`src/rtl/subsample_addr_seq.sv`:
```
module subsample_addr_seq #(
  parameter int AW = 10
) (
  input  logic          clk,
  input  logic          rst_n,
  input  logic          step,
  input  logic [AW-1:0] col_org,
  input  logic [AW-1:0] row_org,
  input  logic [AW-1:0] win_w,
  input  logic [AW-1:0] win_h,
  input  logic [1:0]    col_code,
  input  logic [1:0]    row_code,
  input  logic          bayer,
  input  logic          interlace,
  output logic [AW-1:0] col_addr,
  output logic [AW-1:0] row_addr,
  output logic          row_done,
  output logic          field_done,
  output logic          field_par
);
  localparam int NW = AW + 2;

  logic [AW-1:0] col_off, row_off, first_row;
  logic [NW-1:0] c_nxt, r_one, r_two, r_nxt;
  logic          c_end, r_end, par_nxt;

  // next kept offset: pixel stride, or pair-then-skip in tile space
  function automatic logic [NW-1:0] adv(input logic [NW-1:0] o,
                                        input logic [1:0] code,
                                        input logic bay);
    logic [NW-1:0] s;
    s = NW'(1) << code;
    if (!bay)      return o + s;
    else if (o[0]) return o + (s << 1) - NW'(1);
    else           return o + NW'(1);
  endfunction

  assign c_nxt = adv({2'b00, col_off}, col_code, bayer);
  assign r_one = adv({2'b00, row_off}, row_code, bayer);
  assign r_two = adv(r_one, row_code, bayer);
  assign r_nxt = interlace ? r_two : r_one;

  assign c_end = c_nxt >= {2'b00, win_w};
  assign r_end = r_nxt >= {2'b00, win_h};

  assign par_nxt   = interlace & ~field_par;
  assign first_row = !par_nxt ? '0 :
                     bayer    ? AW'(1) : (AW'(1) << row_code);

  assign col_addr = col_org + col_off;
  assign row_addr = row_org + row_off;

  always_ff @(posedge clk) begin
    if (!rst_n) begin
      col_off    <= '0;
      row_off    <= '0;
      field_par  <= 1'b0;
      row_done   <= 1'b0;
      field_done <= 1'b0;
    end else begin
      row_done   <= 1'b0;
      field_done <= 1'b0;
      if (step) begin
        if (!c_end) begin
          col_off <= c_nxt[AW-1:0];
        end else begin
          col_off  <= '0;
          row_done <= 1'b1;
          if (!r_end) begin
            row_off <= r_nxt[AW-1:0];
          end else begin
            row_off    <= first_row;
            field_done <= 1'b1;
            field_par  <= par_nxt;
          end
        end
      end
    end
  end
endmodule

```
`config.mk`:
```
export PLATFORM = sky130hd
export DESIGN_NAME = subsample_addr_seq
export DESIGN_NICKNAME = d
export VERILOG_FILES = /design/src/rtl/subsample_addr_seq.sv
export SDC_FILE = /design/constraint.sdc
export NUM_CORES = 1
export LEC_CHECK = 0
export BUFFER_PORTS_ARGS = -buffer_cell sky130_fd_sc_hd__buf_4
export CORE_ASPECT_RATIO = 1.4
export CORE_MARGIN = 2
export CORE_UTILIZATION = 52
export CTS_CLUSTER_SIZE = 12
export DETAILED_ROUTE_END_ITERATION = 10
export MAX_ROUTING_LAYER = met4
export PLACE_DENSITY = 0.82
export SLEW_MARGIN = 30
export SYNTH_ARGS = -nofsm -noshare
export SYNTH_HDL_FRONTEND = slang
export SYNTH_SLANG_ARGS = --single-unit
```
`constraint.sdc`:
```
create_clock -name clk -period 11.63 [get_ports clk]
set_clock_uncertainty 0.05 [all_clocks]
set_input_delay 0.5815 -clock clk [delete_from_list [all_inputs] [get_ports clk]]
set_output_delay 0.5815 -clock clk [all_outputs]
set_load 0.01 [all_outputs]
```
==> metrics.md, run 1 <==
| Metric | Value |
|---|---|
| Status | completed |
| Cell variety after synth | 80 |
| Slowest cell on crit path | o41ai_1 |
| R2R Path Start | row_off[0]$_SDFFE_PN0P_ |
| Top-Level Pins | between 70 and 80 |
| R2R cell count | 23 |
| Clk buf depth | 2 |
| WP data arrival | approximately 6.2 ns |
| Die footprint | 11100 um^2 |
| Max Cap Violations | 0 |
| Startpoint types | input port |
| Crit path kind | in2reg |
| Hold Vio Cnt, Final | 0 |
| Cell Rows | 43 |
| Critical Path Sink | row_off[0]$_SDFFE_PN0P_ |
| Area of the multi-input gates | roughly 4400 um^2 |
| Post-CTS sizing | 0 |
| Detailed Routing Iterations Pass 1 | 5 |
| FF+latch count, synth | 23 |
| DR WL/cell | ~16 um |
| Share of cells above drive strength 1 | 0.133 |
| WP depth | 26 |
| Seq/Total Area, Yosys | 0.0862 |
| Via count | ~5300 |
| FMAX | between 0.15 and 0.2 GHz |
| Die Span Y | ~120 um |
| Largest net degree at the start of global routing | 49 |
| HPWL after detailed placement | roughly 12000 um |
| Slew at the pin closest to its max-slew limit | just over 1 ns |
| Final setup viols | 0 |
| Routed WL | about 15000 um |
| Leak Pwr | around 0.0031 uW |
| Beginning of the critical path | row_code[0] |
| CTS root buffer | clkbuf_16 |
| DP Area | roughly 6000 um^2 |
| Clock Latency Late Sink | around 0.26 ns |
| Post-CTS setup buffer count | 0 |
| H-tree lvl count | 1 |
| Core Footprint | between 9000 and 10000 um^2 |
| Slew HR | 0.313 |
| FF-to-FF End | row_off[0]$_SDFFE_PN0P_ |
| Pins Over Slew Limit | 0 |
| Post-synth EDFFs | 0 |
| Critical Path RT | between 10 and 15 ns |
| Die width | ~90 um |
| Yosys warnings | 0 |
| CTS sink count | 23 |
| Sum Neg Setup Slack | 0 ns |
| CP delay by family, top | compound AO/OA/AOI/OAI gates |
| Crit path largest cell delay | slightly below 0.5 ns |
| R2r setup slk | 5.65 ns |
| Avg Cell Area, Syn | 7.57 um^2 |
| Top_reg_cell synth | dfxtp_1 |
| Crit share post-route | 0.517 |
| Crit-path max FO | 11 |
| CTS Buf Count | 3 |
| First-pass GRT wire length | around 23000 um |
| Peak VDD IR | around 0.064 mV |
| CP Buf/Inv Count | 3 |
| Syn nets | 866 |
| Gpl congestion | ~0.94 |
| Pwr per Cell Area | 106 nW/um^2 |
| Area Growth Syn to Fin | 13.0% |
| Vias in the first global route | 5268 |
| Worst hold path class | reg2reg |
| Post-route antenna net violation count | 0 |
| RSZ-0062 raised after global routing | false |
| Min-delay src | row_off[6]$_SDFFE_PN0P_ |
| Synth async-reset ratio | 0 |
| Layout Nets | 921 |
| Design area | approximately 6000 um^2 |
| Residual DRC | 0 |
| Crit end category | flop |
| GRT Util Overall | 0.274 |
| Final min period | roughly 6.0 ns |
| Initial DRC Count | 318 |
| TritonCTS clock tree | done |
| # port buffers | 71 |
| Grt total ovfl | 0 |
| CTS hold repair buffers | 0 |
| Via density | between 5 and 6 |
| Initial antenna violation count | 0 |
| Fillers | between 900 and 1000 |
| Total area of sequential cells | around 460 um^2 |
| Cells after synthesis | just over 700 |
| CTS clock-pin slew for the worst setup and hold paths | 0.07 ns |
| Ant diodes | 0 |
| Mapped Area | between 5000 and 6000 um^2 |
| Initial core utilization | 0.537 |
==> sequential cells by signal, summed over array words and instances, names as in the netlist <==
| signal | flops |
|---|---|
| col_off | 10 |
| row_off | 10 |
| field_done | 1 |
| field_par | 1 |
| row_done | 1 |
==> worst register-to-register path, delay by kind of cell (launching register included) <==
kind,cells,cell delay [ns]
flops,1,0.61
xor+xnor,1,0.13
compound gates,13,2.81
buf+inv,1,0.04
fa+ha+maj,5,1.72
simple gates,3,0.53
==> kinds of logic after synthesis <==
kind of cell,after synthesis,synth area share
adders and majority gates,111,0.271
AOI/OAI and AO/OA,216,0.287
DFF,23,0.0862
buffers and inverters,130,0.0937
xor gates and xnor gates,45,0.0738
muxes,10,0.0204
and+or+nand+nor,171,0.168
==> stage by stage <==
step | setup slack [ns] | cells | hold slack, ns | util | total power (uW)
2_1_floorplan | 6.24 | 706 | 0.468 | - | 431
3_3_place_gp | 5.52 | 891 | 0.530 | 0.598 | 541
3_5_place_dp | 5.42 | 891 | 0.543 | 0.598 | 554
4_1_cts | 5.67 | 895 | 0.551 | 0.606 | 635
5_1_grt | 5.19 | 895 | 0.574 | 0.606 | 696
6_report | 5.62 | 895 | 0.551 | 0.606 | 637
==> synth_stat cells (6+ instances only) <==
| master | instances | area [um^2] |
|---|---|---|
| nor2_1 | 35 | 131 |
| a21oi_1 | 50 | 250 |
| mux2i_1 | 6 | 60.1 |
| nand2_1 | 40 | 150 |
| xor2_1 | 19 | 166 |
| o211ai_1 | 9 | 67.6 |
| nor2b_1 | 12 | 75.1 |
| clkbuf_1 | 13 | 48.8 |
| ha_1 | 103 | 1290 |
| fa_1 | 8 | 160 |
| a21o_1 | 21 | 158 |
| o21ai_0 | 28 | 140 |
| nand2b_1 | 13 | 81.3 |
| o221ai_1 | 6 | 52.6 |
| xnor2_1 | 26 | 228 |
| a211oi_1 | 8 | 60.1 |
| inv_1 | 109 | 409 |
| o21a_1 | 9 | 67.6 |
| o21bai_1 | 14 | 105 |
| nand3_1 | 20 | 100 |
| o22ai_1 | 8 | 50.1 |
| and2_1 | 14 | 87.6 |
| dfxtp_1 | 23 | 460 |
==> per-layer routing <==
layer / vias to the layer above / routed length [um] / global-route usage
met5: - / 0 / -
met4: 0 / 633 / 0.128
met3: 49 / 592 / 0.0258
met2: 171 / 7950 / 0.527
met1: 2450 / 5330 / 0.266
li1: 2614 / - / -
==> power breakdown <==
| group | internal (uW) | switching (uW) | total, uW |
|---|---|---|---|
| registers | 85.3 | 15.0 | 100 |
| clock network | 46.7 | 31.9 | 78.6 |
| logic | 202 | 257 | 458 |
| total | 334 | 304 | 637 |
==> placed cells by master, fill, tap and decap left out, types with 3 or more instances in the layout <==
master | netlist | layout
a21boi_0 | 5 | 5
o221ai_1 | 6 | 6
o211ai_1 | 9 | 9
dfxtp_1 | 23 | 23
xor2_1 | 19 | 19
mux2_2 | 3 | 3
o21bai_1 | 14 | 14
a31oi_1 | 5 | 5
nand2_1 | 40 | 40
a31o_2 | 5 | 5
a2111oi_0 | 5 | 5
nand2b_1 | 13 | 13
a22oi_1 | 3 | 3
a21oi_1 | 50 | 50
a21o_1 | 21 | 21
or2_2 | 4 | 4
inv_1 | 109 | 109
and2_1 | 14 | 14
o21ai_0 | 28 | 28
ha_1 | 103 | 103
buf_4 | 0 | 71
nand4_1 | 5 | 5
a211oi_1 | 8 | 8
mux2i_1 | 6 | 6
or3_1 | 4 | 4
xnor2_1 | 26 | 26
nor2b_1 | 12 | 12
nor2_1 | 35 | 35
o22ai_1 | 8 | 8
o2111ai_1 | 3 | 3
fa_1 | 8 | 8
o41ai_1 | 3 | 3
and3_1 | 5 | 5
nand3_1 | 20 | 20
nor3_1 | 4 | 4
clkbuf_16 | 0 | 3
o21a_1 | 9 | 9
==> worst min path at each step <==
stage,end,slack (ns),depth (start not counted)
2_1_floorplan,row_off[4]$_SDFFE_PN0P_,0.47,2
3_3_place_gp,row_off[4]$_SDFFE_PN0P_,0.53,2
3_5_place_dp,row_off[6]$_SDFFE_PN0P_,0.54,2
4_1_cts,row_off[6]$_SDFFE_PN0P_,0.55,2
5_1_grt,row_off[6]$_SDFFE_PN0P_,0.57,2
6_report,row_off[6]$_SDFFE_PN0P_,0.55,2
==> layout make-up <==
type	instances	area share
Multi-Input combinational cell	553	0.726
Timing Repair Buffer	71	0.0883
Sequential cell	23	0.0763
Inverter	109	0.0678
Tap cell	135	0.0280
Clock buffer	3	0.0124
Clock inverter	1	0.00124
(Power assumes the default switching activity.)
==> run 2: changes to the inputs <==
--- a/config.mk
+++ b/config.mk
@@ -5,6 +5,7 @@
 export SDC_FILE = /design/constraint.sdc
 export NUM_CORES = 1
 export LEC_CHECK = 0
+export ABC_AREA = 1
 export BUFFER_PORTS_ARGS = -buffer_cell sky130_fd_sc_hd__buf_4
 export CORE_ASPECT_RATIO = 1.4
 export CORE_MARGIN = 2
==> constraint.sdc (replaced) <==
create_clock -name clk -period 6.2 [get_ports clk]
set_clock_uncertainty 0.05 [all_clocks]
set_input_delay 0.31 -clock clk [delete_from_list [all_inputs] [get_ports clk]]
set_output_delay 0.31 -clock clk [all_outputs]
set_load 0.01 [all_outputs]
==> run 2 against run 1 <==
First-iteration DRC count rose by 5.7%; wire length rose by 7.6%; flip-flop and latch count did not move; largest power group unchanged; critical endpoint is now row_off[1]$_SDFFE_PN0P_; sequential power rose by 95%; global-route usage rose by 1.1 points; critical path type is now reg2reg.
==> metrics.md, run 2 <==
| Metric | Value |
|---|---|
| Combinational fraction of design power | 0.725 (+0.006) |
| Post-CTS setup buffer count | 0 (unchanged) |
| CTS root buffer | clkbuf_16 |
| Clock power share | 0.119 (-0.004) |
| Startpoint types | flop |
| FF+latch count, synth | 23 (unchanged) |
| H-tree lvl count | 1 (unchanged) |
| Max Cap Violations | 0 (unchanged) |
| HPWL after detailed placement | 13000 um (+7.5%) |
| Share of cells above drive strength 1 | 0.123 (-0.00961) |
| Util after Layout | 0.604 (-0.00257) |
| Pwr per Cell Area | 200 nW/um^2 (+89%) |
| Crit path largest cell delay | 0.71 ns (+0.22 ns) |
| FMAX | between 0.15 and 0.2 GHz |
| Cell Rows | 44 (+2.3%) |
| Mapped Area | 5540 um^2 (+3.6%) |
| Commonest cells post-synth | 175 x inv_1, 174 x nand2_1, 103 x ha_1, 71 x a21oi_1, 66 x nand3_1 |
| Biggest regs | col_off: 10 flops, row_off: 10 flops |
| Most frequent cells in the layout | 175 x inv_1, 174 x nand2_1, 103 x ha_1, 73 x buf_4, 71 x a21oi_1 |
| Hold-critical path depth | 2 (unchanged) |
| First-pass GRT wire length | 26500 um (+13%) |
| Top_reg_cell synth | dfxtp_1 |
| WP depth | 24 (-7.7%) |
| Post-CTS sizing | 0 (unchanged) |
| Switch Pwr | 651 uW (+110%) |
| CTS clock-pin slew for the worst setup and hold paths | 0.07 ns (about the same) |
| Worst path cell trace | ha_1, fa_1, or2_2, o21ai_0, ha_1, nor2_2, inv_1, fa_1, o31ai_1, and2_1, o21ai_0, a21oi_1, inv_1, ha_1, a21oi_1, nor2_1, a211oi_1, o21ai_0, nand3_1, nand3_1, nor2_2, nand2_4, nor3_1, nor2_1 |
| Slowest cell on crit path | dfxtp_1 |
| Die Span Y | 126 um (+1.7%) |
| Via count | 5947 (+13%) |
| Post-synth top area cell | ha_1 |
| Die footprint | 11500 um^2 (+3.5%) |
| Crit share post-route | 0.902 |
| Most common cell in the netlist | inv_1 |
| Power Total | 1250 uW (+96%) |
| Synth async-reset ratio | 0 (unchanged) |
| DR WL/cell | 14.4 um (-11%) |
| Post-synth EDFFs | 0 (unchanged) |
| Flop pwr share | 0.156 (about the same) |
| # port buffers | 71 (unchanged) |
| Syn nets | 1047 (+21%) |
| Gpl congestion | 1.02 (+8.8%) |
| CTS Buf Count | 3 (unchanged) |
| Peak VDD IR | 0.118 mV (+84%) |
| Routed WL | 15600 um (+7.6%) |
| Crit-path max FO | 14 (+3) |
| Design area | 6250 um^2 (+3.5%) |
| Crit end category | flop |
| Commonest non-fill, non-tap cell in the layout | inv_1 |
| CP Buf/Inv Count | 2 (-1) |
| Layout Nets | 1110 (+21%) |
| Clk buf depth | 2 (unchanged) |
| CTS hold repair buffers | 0 (unchanged) |
| Yosys warnings | 0 (unchanged) |
| Cell variety after synth | 45 (-44%) |
| Cells after synthesis | 887 (+26%) |
| GRT Util Overall | 0.285 (+0.0111) |
| RSZ-0062 raised after global routing | false |
| WP data arrival | 5.70 ns (-0.45 ns) |
| Hold Vio Cnt, Final | 0 (unchanged) |
| Sw Ratio | 0.522 (+0.0453) |
| Residual DRC | 0 (unchanged) |
| R2R cell count | 24 (+4.3%) |
| Worst hold path class | in2reg |
| Leak Pwr | 0.00346 uW (+11%) |
| Detailed Routing Iterations Pass 1 | 5 (unchanged) |
| Initial antenna violation count | 0 (unchanged) |
| Clock Latency Late Sink | 0.26 ns (about the same) |
| Sum Neg Setup Slack | 0 ns (unchanged) |
| Via density | 5.47 (-7.3%) |
| Initial DRC Count | 336 (+5.7%) |
| Slew HR | 0.588 (+0.275) |
| Avg Cell Area, Syn | 6.24 um^2 (-18%) |
| Final min period | 5.59 ns |
| P_int | 597 uW (+79%) |
| Pins Over Slew Limit | 0 (unchanged) |
| Top-Level Pins | 72 (unchanged) |
| Core Footprint | 10300 um^2 (+4.0%) |
| Area Growth Syn to Fin | 12.9% (about the same) |
| TritonCTS clock tree | done |
| Status | completed |
| DP Area | 6170 um^2 (+3.6%) |
| Seq/Total Area, Yosys | 0.0832 (-0.00300) |
| Share of the synthesized area in the top cell type | 0.233 (-0.00840) |
| Ant diodes | 0 (unchanged) |
| Post-route antenna net violation count | 0 (unchanged) |
| Grt total ovfl | 0 (unchanged) |
| Crit path kind | reg2reg |
| Final setup viols | 0 (unchanged) |
| Largest net degree at the start of global routing | 49 (unchanged) |
| Initial core utilization | 0.535 (-0.00195) |
| Die width | 91.2 um (+1.7%) |
| Critical Path RT | 6.30 ns (-5.47 ns) |
| CTS sink count | 23 (unchanged) |
| CP delay by family, top | adder cells |
| Vias in the first global route | 5785 (+9.8%) |
| Synth area leaders | ha_1 23%, inv_1 12%, nand2_1 12% |
| Slew at the pin closest to its max-slew limit | 0.617 ns (-0.412 ns) |
[run 2: cell count changes in the layout (fill, tap and decap cells not counted), moves of 18 or more]
cell,previous run,this run
nand3_1,20,66
o21ai_0,28,57
a21o_1,21,0
a21oi_1,50,71
nor2_1,35,55
nand2_1,40,174
inv_1,109,175
xnor2_1,26,8
[run 2: kinds of logic after synthesis]
logic type	after synthesis	synth area share
AO/OA/AOI/OAI	166	0.170
flip-flops	23	0.0832
buffers and inverters	195	0.138
AND/OR/NAND/NOR	365	0.305
adder cells (fa/ha/maj)	111	0.262
XOR/XNOR	27	0.0427
[run 2: through the flow]
stage	setup slack [ns]	instances	hold WS (ns)
6_report	0.605	1087	0.217
4_1_cts	0.703	1087	0.219
3_3_place_gp	0.601	1083	0.470
5_1_grt	0.288	1087	0.219
3_5_place_dp	0.554	1083	0.466
2_1_floorplan	1.38	887	0.359
[run 2: worst register-to-register path, delay by kind of cell, from the launching register on]
family                   cells  cell delay (ns)
adder cells (fa/ha/maj)      5             1.84
AND/OR/NAND/NOR             10             1.53
AO/OA/AOI/OAI                7             1.18
flip-flops                   1             0.71
buffers and inverters        2             0.17
[run 2: metal layers]
metal | vias to the layer above | track usage | share of wire
li1 | 3026 | - | -
met4 | 0 | 0.143 | 0.048
met1 | 2654 | 0.296 | 0.37
met5 | - | - | 0
met2 | 213 | 0.528 | 0.53
met3 | 54 | 0.0305 | 0.048
[run 2: path summary, 6_finish.rpt]
kind,start,end,slack (ns)
setup / recovery,row_off[0]$_SDFFE_PN0P_,row_off[1]$_SDFFE_PN0P_,0.61
setup reg to reg,row_off[0]$_SDFFE_PN0P_,row_off[1]$_SDFFE_PN0P_,0.61
hold / removal,step,col_off[9]$_SDFFE_PN0P_,0.22
hold reg to reg,field_par$_SDFFE_PN0P_,field_par$_SDFFE_PN0P_,0.48
[run 2: area by class of cell]
type                       instances  area [um^2]
tap                              138          173
multi-input combinational        669         4310
fill                            1076         4100
sequential                        23          460
clock buffer                       3         75.1
clock inverter                     1         5.00
inverter                         180          676
timing repair buffer              73          548
[run 2: power groups by stage]
stage                     clock network (uW)  logic, uW  registers, uW
after floorplan                            0        660            182
after global routing                     152       1020            197
after detailed placement                   0        892            197
final                                    148        905            195
after CTS                                146        899            194
after global placement                     0        883            197
==> run 3: changes to the inputs <==
--- a/config.mk
+++ b/config.mk
@@ -7,7 +7,6 @@
 export LEC_CHECK = 0
 export ABC_AREA = 1
 export BUFFER_PORTS_ARGS = -buffer_cell sky130_fd_sc_hd__buf_4
-export CORE_ASPECT_RATIO = 1.4
 export CORE_MARGIN = 2
 export CORE_UTILIZATION = 52
 export CTS_CLUSTER_SIZE = 12
==> run 3 against run 2 <==
Die area about the same; highest routed layer unchanged; worst hold slack worse by 0.012 ns; count of clock-buffer cells in the layout unchanged; sequential power down 3%; critical path type unchanged; critical path depth up 8; sequential share of layout area about the same; combinational power up 1%; clock power down 30%; critical endpoint is now row_off[9]$_SDFFE_PN0P_; non-clock buffer count up 3; largest power group unchanged; final cell count about the same.
==> metrics.md, run 3 (same netlist as run 2, synthesis figures left out) <==
| Metric | Value |
|---|---|
| Status | completed |
| Share of cells above drive strength 1 | 0.126 (+0.00276) |
| CTS hold repair buffers | 0 (unchanged) |
| Detailed Routing Iterations Pass 1 | 6 (+1) |
| Clock Latency Late Sink | 0.28 ns (+0.02 ns) |
| FMAX | 0.176 GHz (-1.3%) |
| Crit share post-route | 0.915 (+0.0122) |
| Max Cap Violations | 0 (unchanged) |
| Crit path largest cell delay | 0.47 ns (-0.24 ns) |
| Layout Nets | 1113 (+0.27%) |
| GRT Util Overall | 0.282 (-0.00336) |
| Total area of sequential cells | 460 um^2 (unchanged) |
| Sum Neg Setup Slack | 0 ns (unchanged) |
| Startpoint types | flop |
| TritonCTS clock tree | done |
| CTS sink count | 23 (unchanged) |
| Initial antenna violation count | 0 (unchanged) |
| Most frequent cells in the layout | 175 x inv_1, 174 x nand2_1, 103 x ha_1, 76 x buf_4, 71 x a21oi_1 |
| R2R cell count | 32 (+33%) |
| Crit-path max FO | 8 (-6) |
| Gpl congestion | 0.997 (-2.8%) |
| Crit path kind | reg2reg |
| Clk buf depth | 2 (unchanged) |
| Via count | 6070 (+2.1%) |
| DP Area | 6190 um^2 (+0.32%) |
| Slowest cell on crit path | dfxtp_1 |
| Grt total ovfl | 0 (unchanged) |
| DR WL/cell | 14.2 um (-0.87%) |
| Fillers | 979 (-9.0%) |
| # port buffers | 71 (unchanged) |
| Area of the multi-input gates | 4310 um^2 (unchanged) |
| Slew HR | 0.542 (-0.0462) |
| Routed WL | 15500 um (-0.78%) |
| Post-CTS setup buffer count | 0 (unchanged) |
| CP Buf/Inv Count | 2 (unchanged) |
| CTS Buf Count | 3 (unchanged) |
| Power Total | 1210 uW (-3.2%) |
| Final min period | 5.67 ns (+0.0758 ns) |
| CTS root buffer | clkbuf_8 |
| Crit end category | flop |
| CP delay by family, top | adder cells |
| Leak Pwr | 0.00346 uW (-0.10%) |
| Final setup viols | 0 (unchanged) |
| Top-Level Pins | 72 (unchanged) |
| Ant diodes | 0 (unchanged) |
| Die width | 107 um (+18%) |
| Critical Path RT | 6.35 ns (+0.05 ns) |
| RSZ-0062 raised after global routing | false |
| Die Span Y | 107 um (-15%) |
| Commonest non-fill, non-tap cell in the layout | inv_1 |
| Pwr per Cell Area | 194 nW/um^2 (-3.0%) |
| Area Growth Syn to Fin | 12.7% |
| Top cell by count, worst path | nand2_1 |
| Die footprint | 11500 um^2 (about the same) |
| Post-Layout Cell Count | 1088 (+0.092%) |
| WP data arrival | 5.82 ns (+0.12 ns) |
| Hold-critical path depth | 2 (unchanged) |
| Initial core utilization | 0.536 (+0.00136) |
| Placed Cells | 1084 (+0.092%) |
| First-pass GRT wire length | 25800 um (-2.6%) |
| Biggest regs | col_off: 10 flops, row_off: 10 flops |
| Cell Rows | 37 (-16%) |
| Design area | 6240 um^2 (-0.18%) |
| CTS clock-pin slew for the worst setup and hold paths | 0.09 ns (+0.02 ns) |
| Initial DRC Count | 603 (+79%) |
| Post-CTS sizing | 0 (unchanged) |
| Slew at the pin closest to its max-slew limit | 0.679 ns (+0.0629 ns) |
| HPWL after detailed placement | 12700 um (-2.2%) |
| Via density | 5.58 (+2.0%) |
| WP depth | 32 (+33%) |
| Pins Over Slew Limit | 0 (unchanged) |
| Largest net degree at the start of global routing | 23 (-53%) |
| Vias in the first global route | 5486 (-5.2%) |
| Worst hold path class | in2reg |
| Post-route antenna net violation count | 0 (unchanged) |
| Peak VDD IR | 0.0973 mV (-18%) |
| Hold Vio Cnt, Final | 0 (unchanged) |
| Core Footprint | 10300 um^2 (-0.25%) |
| Residual DRC | 0 (unchanged) |
| H-tree lvl count | 1 (unchanged) |
==> run 3: cell types whose count changed in the layout (fill, tap and decap cells not counted) <==
cell / before / now
buf_4: 73 / 76
clkbuf_16: 3 / 0
clkinvlp_4: 0 / 1
clkbuf_8: 0 / 3
clkinv_2: 1 / 0
==> run 3: routing by layer <==
metal / wire (um) / part of all wire / track usage
met5: 0 / 0 / -
met4: 289 / 0.019 / 0.0603
met1: 6980 / 0.45 / 0.411
met3: 1830 / 0.12 / 0.0340
met2: 6380 / 0.41 / 0.416
==> run 3: area by class of cell <==
class | instances | area share
Clock buffer | 3 | 0.00662
Clock inverter | 1 | 0.00120
Inverter | 180 | 0.108
Multi-Input combinational cell | 669 | 0.691
Sequential cell | 23 | 0.0738
Tap cell | 136 | 0.0273
Timing Repair Buffer | 76 | 0.0915
==> run 3: path summary, 6_finish.rpt <==
path,start,endpoint,slack (ns)
worst max-delay path,row_off[1]$_SDFFE_PN0P_,row_off[9]$_SDFFE_PN0P_,0.53
worst min-delay path,step,col_off[9]$_SDFFE_PN0P_,0.20
worst max register to register,row_off[1]$_SDFFE_PN0P_,row_off[9]$_SDFFE_PN0P_,0.53
worst min register to register,field_par$_SDFFE_PN0P_,field_par$_SDFFE_PN0P_,0.52
==> run 3: stage by stage <==
stage | hold WS (ns) | util | setup WS [ns]
CTS | 0.212 | 0.604 | 0.635
detailed placement | 0.496 | 0.600 | 0.420
floorplan | 0.359 | - | 1.38
finish | 0.204 | 0.604 | 0.529
global route | 0.224 | 0.604 | 0.101
global placement | 0.494 | 0.600 | 0.390
==> run 3: report_power, final <==
group	total, uW	internal, uW	switching, uW
registers	190	162	27.5
clock network	103	45.7	57.7
logic	915	350	565
